### src/rtl/nic_regs_pkg.sv
package nic_regs_pkg;

  localparam int BYTE_W    = 8;
  localparam int STA_BYTES = 6;

  localparam logic [7:0] OFS_CMD  = 8'h37;
  localparam logic [7:0] OFS_KEY  = 8'h50;
  localparam logic [7:0] OFS_CFG0 = 8'h51;

  localparam int         RST_BIT     = 4;
  localparam logic [7:0] RST_STATUS  = 8'h10;
  localparam logic [1:0] MODE_UNLOCK = 2'b11;
  localparam logic [1:0] MODE_LOCKED = 2'b00;

  typedef struct packed {
    logic       hit_sta;
    logic [2:0] sta_idx;
    logic       hit_cmd;
    logic       hit_key;
    logic       hit_cfg;
    logic [7:0] cfg_off;
  } reg_sel_t;

endpackage

### src/rtl/nic_addr_decode.sv
module nic_addr_decode
  import nic_regs_pkg::*;
#(
  parameter int NUM_CFG = 4
) (
  input  logic [7:0] addr,
  output reg_sel_t   sel
);

  logic [7:0] off;

  always_comb begin
    off         = addr - OFS_CFG0;
    sel.hit_sta = (addr < 8'(STA_BYTES));
    sel.sta_idx = addr[2:0];
    sel.hit_cmd = (addr == OFS_CMD);
    sel.hit_key = (addr == OFS_KEY);
    sel.hit_cfg = (addr >= OFS_CFG0) && (off < 8'(NUM_CFG));
    sel.cfg_off = off;
  end

endmodule

### src/rtl/nic_key_gate.sv
module nic_key_gate
  import nic_regs_pkg::*;
(
  input  logic       clk,
  input  logic       rst_n,
  input  logic       clear,
  input  logic       load,
  input  logic [1:0] mode_in,
  output logic [1:0] mode_q,
  output logic       unlocked
);

  always_ff @(posedge clk or negedge rst_n) begin
    if (!rst_n)     mode_q <= MODE_LOCKED;
    else if (clear) mode_q <= MODE_LOCKED;
    else if (load)  mode_q <= mode_in;
  end

  assign unlocked = (mode_q == MODE_UNLOCK);

endmodule

### src/rtl/nic_reset_seq.sv
module nic_reset_seq #(
  parameter int RST_CYCLES = 64
) (
  input  logic clk,
  input  logic rst_n,
  input  logic start,
  output logic busy
);

  localparam int CNT_W = (RST_CYCLES > 1) ? $clog2(RST_CYCLES) : 1;

  logic [CNT_W-1:0] remain;

  always_ff @(posedge clk or negedge rst_n) begin
    if (!rst_n) begin
      busy   <= 1'b0;
      remain <= '0;
    end else if (start) begin
      busy   <= 1'b1;
      remain <= CNT_W'(RST_CYCLES - 1);
    end else if (busy) begin
      if (remain == '0) busy <= 1'b0;
      else              remain <= remain - 1'b1;
    end
  end

endmodule

### src/rtl/nic_ctrl_regs.sv
module nic_ctrl_regs
  import nic_regs_pkg::*;
#(
  parameter int          RST_CYCLES  = 64,
  parameter int          NUM_CFG     = 4,
  parameter logic [47:0] MAC_DEFAULT = 48'h9A78_5634_1200,
  parameter logic [7:0]  CFG_DEFAULT = 8'h00
) (
  input  logic       clk,
  input  logic       rst_n,
  input  logic [7:0] host_addr,
  input  logic [7:0] host_wdata,
  input  logic       host_wr,
  input  logic       host_rd,
  output logic [7:0] host_rdata
);

  reg_sel_t sel;
  logic     busy;
  logic     unlocked;
  logic [1:0] key_mode;
  logic     accept;
  logic     rst_start;
  logic     prot_we;

  logic [STA_BYTES-1:0][BYTE_W-1:0] sta_q;
  logic [NUM_CFG-1:0][BYTE_W-1:0]   cfg_q;
  logic [BYTE_W-1:0]                rd_mux;

  nic_addr_decode #(.NUM_CFG(NUM_CFG)) u_dec (
    .addr (host_addr),
    .sel  (sel)
  );

  assign accept    = host_wr && !busy;
  assign rst_start = accept && sel.hit_cmd && host_wdata[RST_BIT];
  assign prot_we   = accept && unlocked;

  nic_reset_seq #(.RST_CYCLES(RST_CYCLES)) u_seq (
    .clk   (clk),
    .rst_n (rst_n),
    .start (rst_start),
    .busy  (busy)
  );

  nic_key_gate u_key (
    .clk      (clk),
    .rst_n    (rst_n),
    .clear    (rst_start),
    .load     (accept && sel.hit_key),
    .mode_in  (host_wdata[7:6]),
    .mode_q   (key_mode),
    .unlocked (unlocked)
  );

  for (genvar i = 0; i < STA_BYTES; i++) begin : g_sta
    localparam logic [7:0] DFLT = MAC_DEFAULT[8*i +: 8];
    always_ff @(posedge clk or negedge rst_n) begin
      if (!rst_n)         sta_q[i] <= DFLT;
      else if (rst_start) sta_q[i] <= DFLT;
      else if (prot_we && sel.hit_sta && sel.sta_idx == 3'(i))
        sta_q[i] <= host_wdata;
    end
  end

  for (genvar j = 0; j < NUM_CFG; j++) begin : g_cfg
    always_ff @(posedge clk or negedge rst_n) begin
      if (!rst_n)         cfg_q[j] <= CFG_DEFAULT;
      else if (rst_start) cfg_q[j] <= CFG_DEFAULT;
      else if (prot_we && sel.hit_cfg && sel.cfg_off == 8'(j))
        cfg_q[j] <= host_wdata;
    end
  end

  always_comb begin
    rd_mux = '0;
    for (int i = 0; i < STA_BYTES; i++)
      if (sel.hit_sta && sel.sta_idx == 3'(i)) rd_mux = sta_q[i];
    for (int j = 0; j < NUM_CFG; j++)
      if (sel.hit_cfg && sel.cfg_off == 8'(j)) rd_mux = cfg_q[j];
    if (sel.hit_key) rd_mux = {key_mode, 6'b0};
  end

  always_ff @(posedge clk or negedge rst_n) begin
    if (!rst_n)       host_rdata <= '0;
    else if (host_rd) host_rdata <= busy ? RST_STATUS : rd_mux;
  end

endmodule

### config.mk
export PLATFORM = sky130hd
export DESIGN_NAME = nic_ctrl_regs
export DESIGN_NICKNAME = d
export VERILOG_FILES = /design/src/rtl/nic_regs_pkg.sv /design/src/rtl/nic_addr_decode.sv /design/src/rtl/nic_key_gate.sv /design/src/rtl/nic_reset_seq.sv /design/src/rtl/nic_ctrl_regs.sv
export SDC_FILE = /design/constraint.sdc
export NUM_CORES = 1
export LEC_CHECK = 0
export ABC_AREA = 1
export BUFFER_PORTS_ARGS = -buffer_cell sky130_fd_sc_hd__buf_2
export CAP_MARGIN = 20
export CORE_ASPECT_RATIO = 1.2
export CORE_MARGIN = 5
export CORE_UTILIZATION = 53
export DETAILED_ROUTE_END_ITERATION = 8
export HOLD_SLACK_MARGIN = 0.03
export PLACE_DENSITY_LB_ADDON = 0.12
export SLEW_MARGIN = 40
export SYNTH_ARGS = -nofsm -noshare
export SYNTH_HDL_FRONTEND = slang
export SYNTH_SLANG_ARGS = --single-unit
### constraint.sdc
create_clock -name clk -period 1.6 [get_ports clk]
set_input_delay 0.08 -clock clk [delete_from_list [all_inputs] [get_ports clk]]
set_output_delay 0.08 -clock clk [all_outputs]
set_load 0.01 [all_outputs]
==> results.toml, run 1 <==
[clock_tree]
cts-root-buf = "clkbuf_8"
htree_levels = 3
numCtsBuffers = 9
clock_path_buffers = 2
cts_tree = "done"
insertion_delay_ns = 0.39
clkTransAtPathRegs_ns = 0.10
clock-sinks = 97

[timing]
finalSetupViolations = 19
period_needed_ns = 1.641
setup_ws_ns = -0.04088
finalClockSkew_ns = 0.01238
hold-worst-slack_ns = 0.04520
relSlewSlack = 0.7702
worstMarginPinSlew_ns = 0.3443
max_freq_ghz = 0.6094
rsz0062_at_grt = "yes"
fin_setup_tns_ns = -0.3351
maxSlewViolCount = 0
period_share = 1.026
finalHoldViolCount = 0

[grt]
grt_pass1_vias = 4794
grt_pass1_wl_um = 24050
grt.total_usage = 0.2722
grt_max_degree = 48
overflow = 0
antenna_found_initial = 0

[logic_synthesis]
seq_area_frac_synth = 0.4989
ys_top_cells_by_count = "195 x nand2_1, 80 x dfrtp_1, 58 x inv_1, 46 x o21ai_0"
ys.flop_type = "dfrtp_1"
avgSynthCellArea_sq_um = 7.942
yosysTopAreaCellShare = 0.4079
syn_nets = 641
synth.yosys.warnings = 0
yosys-top-cells-area = "dfrtp_1 41%, nand2_1 15%, dfstp_2 9.1%"
synth_edf_count = 0
yosysMostFrequentCell = "nand2_1"
synth_seq_cells = 97
postSynth.asyncResetShare = 1.000
yosysUniqueCellTypes = 35
synthCells = 618
yosysTopAreaCell = "dfrtp_1"
syn_area_sq_um = 4908

[place]
dp_cells = 829
pre_cts_ws_ns = -0.3975
dpl.hpwl_um = 10600
routabilityCongestion = 0.9675
port_buffers = 27
postPlaceCellArea_sq_um = 5799

[die]
core_area_sq_um = 9034
die_area_sq_um = 11290
die_w_um = 97.85
row_count = 38
die_h_um = 115.4
io_pins = 28
initial_core_util = 0.5434

[setup_path]
critical_path_required_ns = 1.87
critPathKind = "flop to flop"
reg2regPathDepth = 9
crit_arrival_ns = 1.91
reg2reg_to = "sta_q[27]"
critPathCaptureType = "flop"
reg2reg_slack_ns = -0.04
path_max_fanout = 15
crit_slowest_cell = "dfrtp_1"
slowest_delay_ns = 0.39
timing.rr.start = "u_seq.busy"
startpoint_type = "flop"
crit_chain = "or2_4 -> nor3_4 -> inv_2 -> nor2_4 -> nand3_2 -> nand2_2 -> inv_6 -> nand2_1 -> o21ai_1"

[route]
drc = 0
route.antenna.remaining_nets = 0
totalWireLength_um = 14680
viasPerCell = 5.515
first_pass_iters = 5
dr_total_vias = 4765
drtIter0Drc = 306
wire_per_inst_um = 16.99

[final_layout]
final_util = 0.7053
drive_gt1_frac = 0.3320
antenna_cells = 0
post-route-cell-area_sq_um = 6371
fin_cells = 864
area_growth_syn_to_layout_pct = 29.80
fin_nets = 762

[pwr]
power.density_nw_per_um2 = 840.4
ir_drop_mv = 0.9006
p_leak_nw = 3.202
fin_total_pwr_mw = 5.355

[worst_hold_path]
holdPathEnd = "sta_q[25]"
hold_path_depth = 3
hp-class = "input pin to flop"
holdCritStartpoint = "host_wdata[1]"

[flow_run]
cap_viol_max_count = 0

[run_status]
status = "finished, violations left"
violations = "negative setup slack"
-- cell type report --
type / instances / area [sq um]
clock inverters: 7 / 63.81
repair buffers: 124 / 1018
clock buffers: 9 / 123.9
well taps: 120 / 150.1
inverters: 70 / 287.8
flip-flops and latches: 97 / 2449
fillers: 725 / 2663
multi-input cells: 437 / 2278
-- critical path, delay by kind of cell, from the launching register on --
| kind | cells | cell delay [ns] |
|---|---|---|
| flops | 1 | 0.39 |
| buf+inv | 2 | 0.17 |
| compound gates | 1 | 0.07 |
| simple gates | 6 | 0.90 |
-- state kept, by name (all words and copies together), names as in the netlist --
signal        flops
sta_q            48
host_rdata        8
u_seq.remain      6
u_seq.busy        1
cfg_q            32
u_key.mode_q      2
-- cell families after synthesis --
| kind of cell | share of synthesized area |
|---|---|
| and+or+nand+nor | 0.2585 |
| AOI/OAI and AO/OA | 0.1575 |
| DFF | 0.4989 |
| buffers and inverters | 0.07749 |
| adders and majority gates | 0.007648 |
-- what timing repair did --
| action | 4_1_cts | 5_1_grt |
|---|---|---|
| buffers inserted | 1 | 9 |
| gates resized for setup | 14 | 64 |
| endpoints found under the hold margin | 99 | 0 |
| setup endpoints to repair | 74 | 95 |
| pin swaps | 3 | 13 |
| hold buffers | 7 | 0 |
| cloned | 0 | 2 |
-- layout by cell type, fill, tap and decap left out, types with 9 or more instances in the layout --
cell type / n
buf_4: 75
o21ai_2: 18
nand2_1: 178
a21oi_1: 31
nand4_1: 9
nand2_2: 19
inv_2: 13
nor2_2: 11
dfstp_2: 17
inv_1: 50
o21ai_1: 38
nor2_1: 28
buf_2: 24
o22ai_1: 9
clkbuf_8: 9
nand3_1: 24
dfrtp_1: 80
o21ai_0: 28
-- per-layer routing --
layer,up-vias,wire (um),share of wire,track usage
li1,2255,-,-,-
met1,2252,6118,0.42,0.3513
met2,207,6755,0.46,0.4255
met3,51,1083,0.074,0.06984
met4,0,724,0.049,0.1440
met5,-,0,0,0
-- worst max-delay path by stage --
stage                      start             to  slack, ns
floorplan             u_seq.busy      cfg_q[14]      -0.05
global placement    host_addr[1]  host_rdata[0]      -0.36
detailed placement  host_addr[1]  host_rdata[0]      -0.40
CTS                   u_seq.busy      cfg_q[10]      -0.04
global route          u_seq.busy      cfg_q[21]      -0.19
finish                u_seq.busy      sta_q[27]      -0.04
-- power breakdown --
group | internal, mW | switching (mW) | leakage [nW]
clock network | 0.594 | 0.960 | 0.0895
registers | 2.61 | 0.122 | 1.22
logic | 0.498 | 0.575 | 1.89
total | 3.70 | 1.66 | 3.20
Power figures use the tool's default switching activity.
==> run 2, diff against run 1 <==
CORE_MARGIN = 1   (was 5)
==> run 2 against run 1 <==
Effect of this change:
- the run still ends with negative setup slack left
- worst setup slack improved by 0.0061 ns
- fmax increased by 0.37%
- clock skew decreased by 0.0030 ns
- critical endpoint is now u_seq.remain[5]
==> results.toml, run 2 (synthesis results as in run 1) <==
[run_status]
status = "finished, violations left"
violations = "negative setup slack"

[grt]
antenna_found_initial = 0
grt_pass1_vias = 4548
use_met3 = 0.05155
grt.total_usage = 0.3053
grt_util_met1 = 0.3912
grt_pass1_wl_um = 22420
met2_usage = 0.4934
grt_max_degree = 35
grt.busiest_layer = "met2"
overflow = 0

[die]
die_h_um = 107.4
die_area_sq_um = 9652
row_count = 38
core_area_sq_um = 9034
initial_core_util = 0.5434
io_pins = 28
die_w_um = 89.85

[place]
pre_cts_ws_ns = -0.4634
routabilityCongestion = 0.9435
port_buffers = 27
dpl.hpwl_um = 10110
dp_cells = 828
postPlaceCellArea_sq_um = 5804

[clock_tree]
cts_tree = "done"
clkTransAtPathRegs_ns = 0.10
cts-root-buf = "clkbuf_8"
clock-sinks = 97
htree_levels = 3
clock_path_buffers = 2
insertion_delay_ns = 0.38
numCtsBuffers = 9

[final_layout]
largest-register = "sta_q"
layout_common_cells = "178 x nand2_1, 80 x dfrtp_1, 72 x buf_4, 52 x inv_1, 42 x o21ai_1"
drive_gt1_frac = 0.3122
fin_cells = 863
largest_reg_flops = 48
antenna_cells = 0
fin_nets = 761
reg_top3 = "sta_q (48), cfg_q (32), host_rdata (8)"
nFillCells = 720
area_growth_syn_to_layout_pct = 29.95
layout_commonest_cell = "nand2_1"
final_util = 0.7061
post-route-cell-area_sq_um = 6379

[flow_run]
cap_viol_max_count = 0

[pwr]
power.density_nw_per_um2 = 820.3
fin_total_pwr_mw = 5.232
ir_drop_mv = 0.7948
p_leak_nw = 3.195

[setup_path]
startpoint_type = "flop"
crit_slowest_cell = "dfrtp_1"
reg2regPathDepth = 8
cp_num_buf_inv = 0
slowest_delay_ns = 0.40
critPathCaptureType = "flop"
reg2reg_to = "u_seq.remain[5]"
reg2reg_slack_ns = -0.03
critPathTopFamily = "simple AND/OR/NAND/NOR gates"
crit_arrival_ns = 1.90
critical_path_required_ns = 1.86
crit_chain = "or2_4 -> nor2_4 -> nand4_4 -> nand2_2 -> nand2_2 -> or2_1 -> o21ai_1 -> o211ai_1"
timing.rr.start = "u_seq.busy"
crit_top_cell = "nand2_2"
crit_path_start = "u_seq.busy"
path_max_fanout = 4
critPathKind = "flop to flop"

[timing]
finalSetupViolations = 21
max_freq_ghz = 0.6117
relSlewSlack = 0.7044
period_share = 1.022
maxSlewViolCount = 0
finalHoldViolCount = 0
rsz0062_at_grt = "yes"
finalClockSkew_ns = 0.009420
period_needed_ns = 1.635
worstMarginPinSlew_ns = 0.4434
setup_ws_ns = -0.03482

[route]
dr_total_vias = 4690
drc = 0
drtIter0Drc = 256
totalWireLength_um = 13990
first_pass_iters = 5
wire_per_inst_um = 16.21
route.antenna.remaining_nets = 0
viasPerCell = 5.435

[worst_hold_path]
holdCritStartpoint = "host_wdata[1]"
hold_path_depth = 3
hp-class = "input pin to flop"
holdPathEnd = "sta_q[25]"
==> run 2: cell count changes in the layout (fill, tap and decap cells not counted), sizes merged <==
cell and delta:
clkbuf -2, clkinv -1, nand2 +1, inv +1
==> run 2: area by class of cell <==
| cell class | count | area (sq um) | area share |
|---|---|---|---|
| flip-flops and latches | 97 | 2449 | 0.3839 |
| repair buffers | 122 | 1039 | 0.1628 |
| multi-input cells | 438 | 2271 | 0.3560 |
| clock inverters | 7 | 61.31 | 0.009612 |
| inverters | 70 | 285.3 | 0.04472 |
| well taps | 120 | 150.1 | 0.02354 |
| clock buffers | 9 | 123.9 | 0.01942 |
==> run 2: power breakdown <==
part | leakage (nW) | switching, mW | internal, mW
clock | 0.0884 | 0.942 | 0.592
combinational | 1.89 | 0.541 | 0.454
sequential | 1.22 | 0.0969 | 2.61
==> run 2: worst min-delay path, cell delays in order <==
cell,delay [ns]
buf_2,0.09
nor2_1,0.10
o21ai_1,0.15
==> run 2: worst max-delay path by stage <==
stage	depth (start not counted)	end	slack, ns
6_report	8	u_seq.remain[5]	-0.03
5_1_grt	9	cfg_q[12]	-0.16
3_3_place_gp	12	host_rdata[5]	-0.42
4_1_cts	8	u_seq.remain[5]	-0.04
3_5_place_dp	12	host_rdata[5]	-0.46
2_1_floorplan	10	cfg_q[14]	-0.05
==> run 2: layer usage <==
metal | up-vias | share of wire
li1 | 2263 | -
met1 | 2218 | 0.42
met2 | 172 | 0.48
met3 | 37 | 0.061
met4 | 0 | 0.044
met5 | - | 0
==> run 2: repair_timing <==
action,4_1_cts,5_1_grt
endpoints found under the setup margin,80,95
endpoints found under the hold margin,103,0
hold buffers,7,0
gates resized for setup,15,59
cloned,0,3
pin swaps,2,10
buffers inserted,0,9
==> run 2: stage by stage <==
step / hold WS (ns) / TNS (ns)
floorplan: -0.2156 / -0.4706
global placement: 0.04982 / -13.26
detailed placement: 0.05061 / -16.12
CTS: 0.06204 / -0.5580
global route: 0.06749 / -8.213
finish: 0.07786 / -0.3070
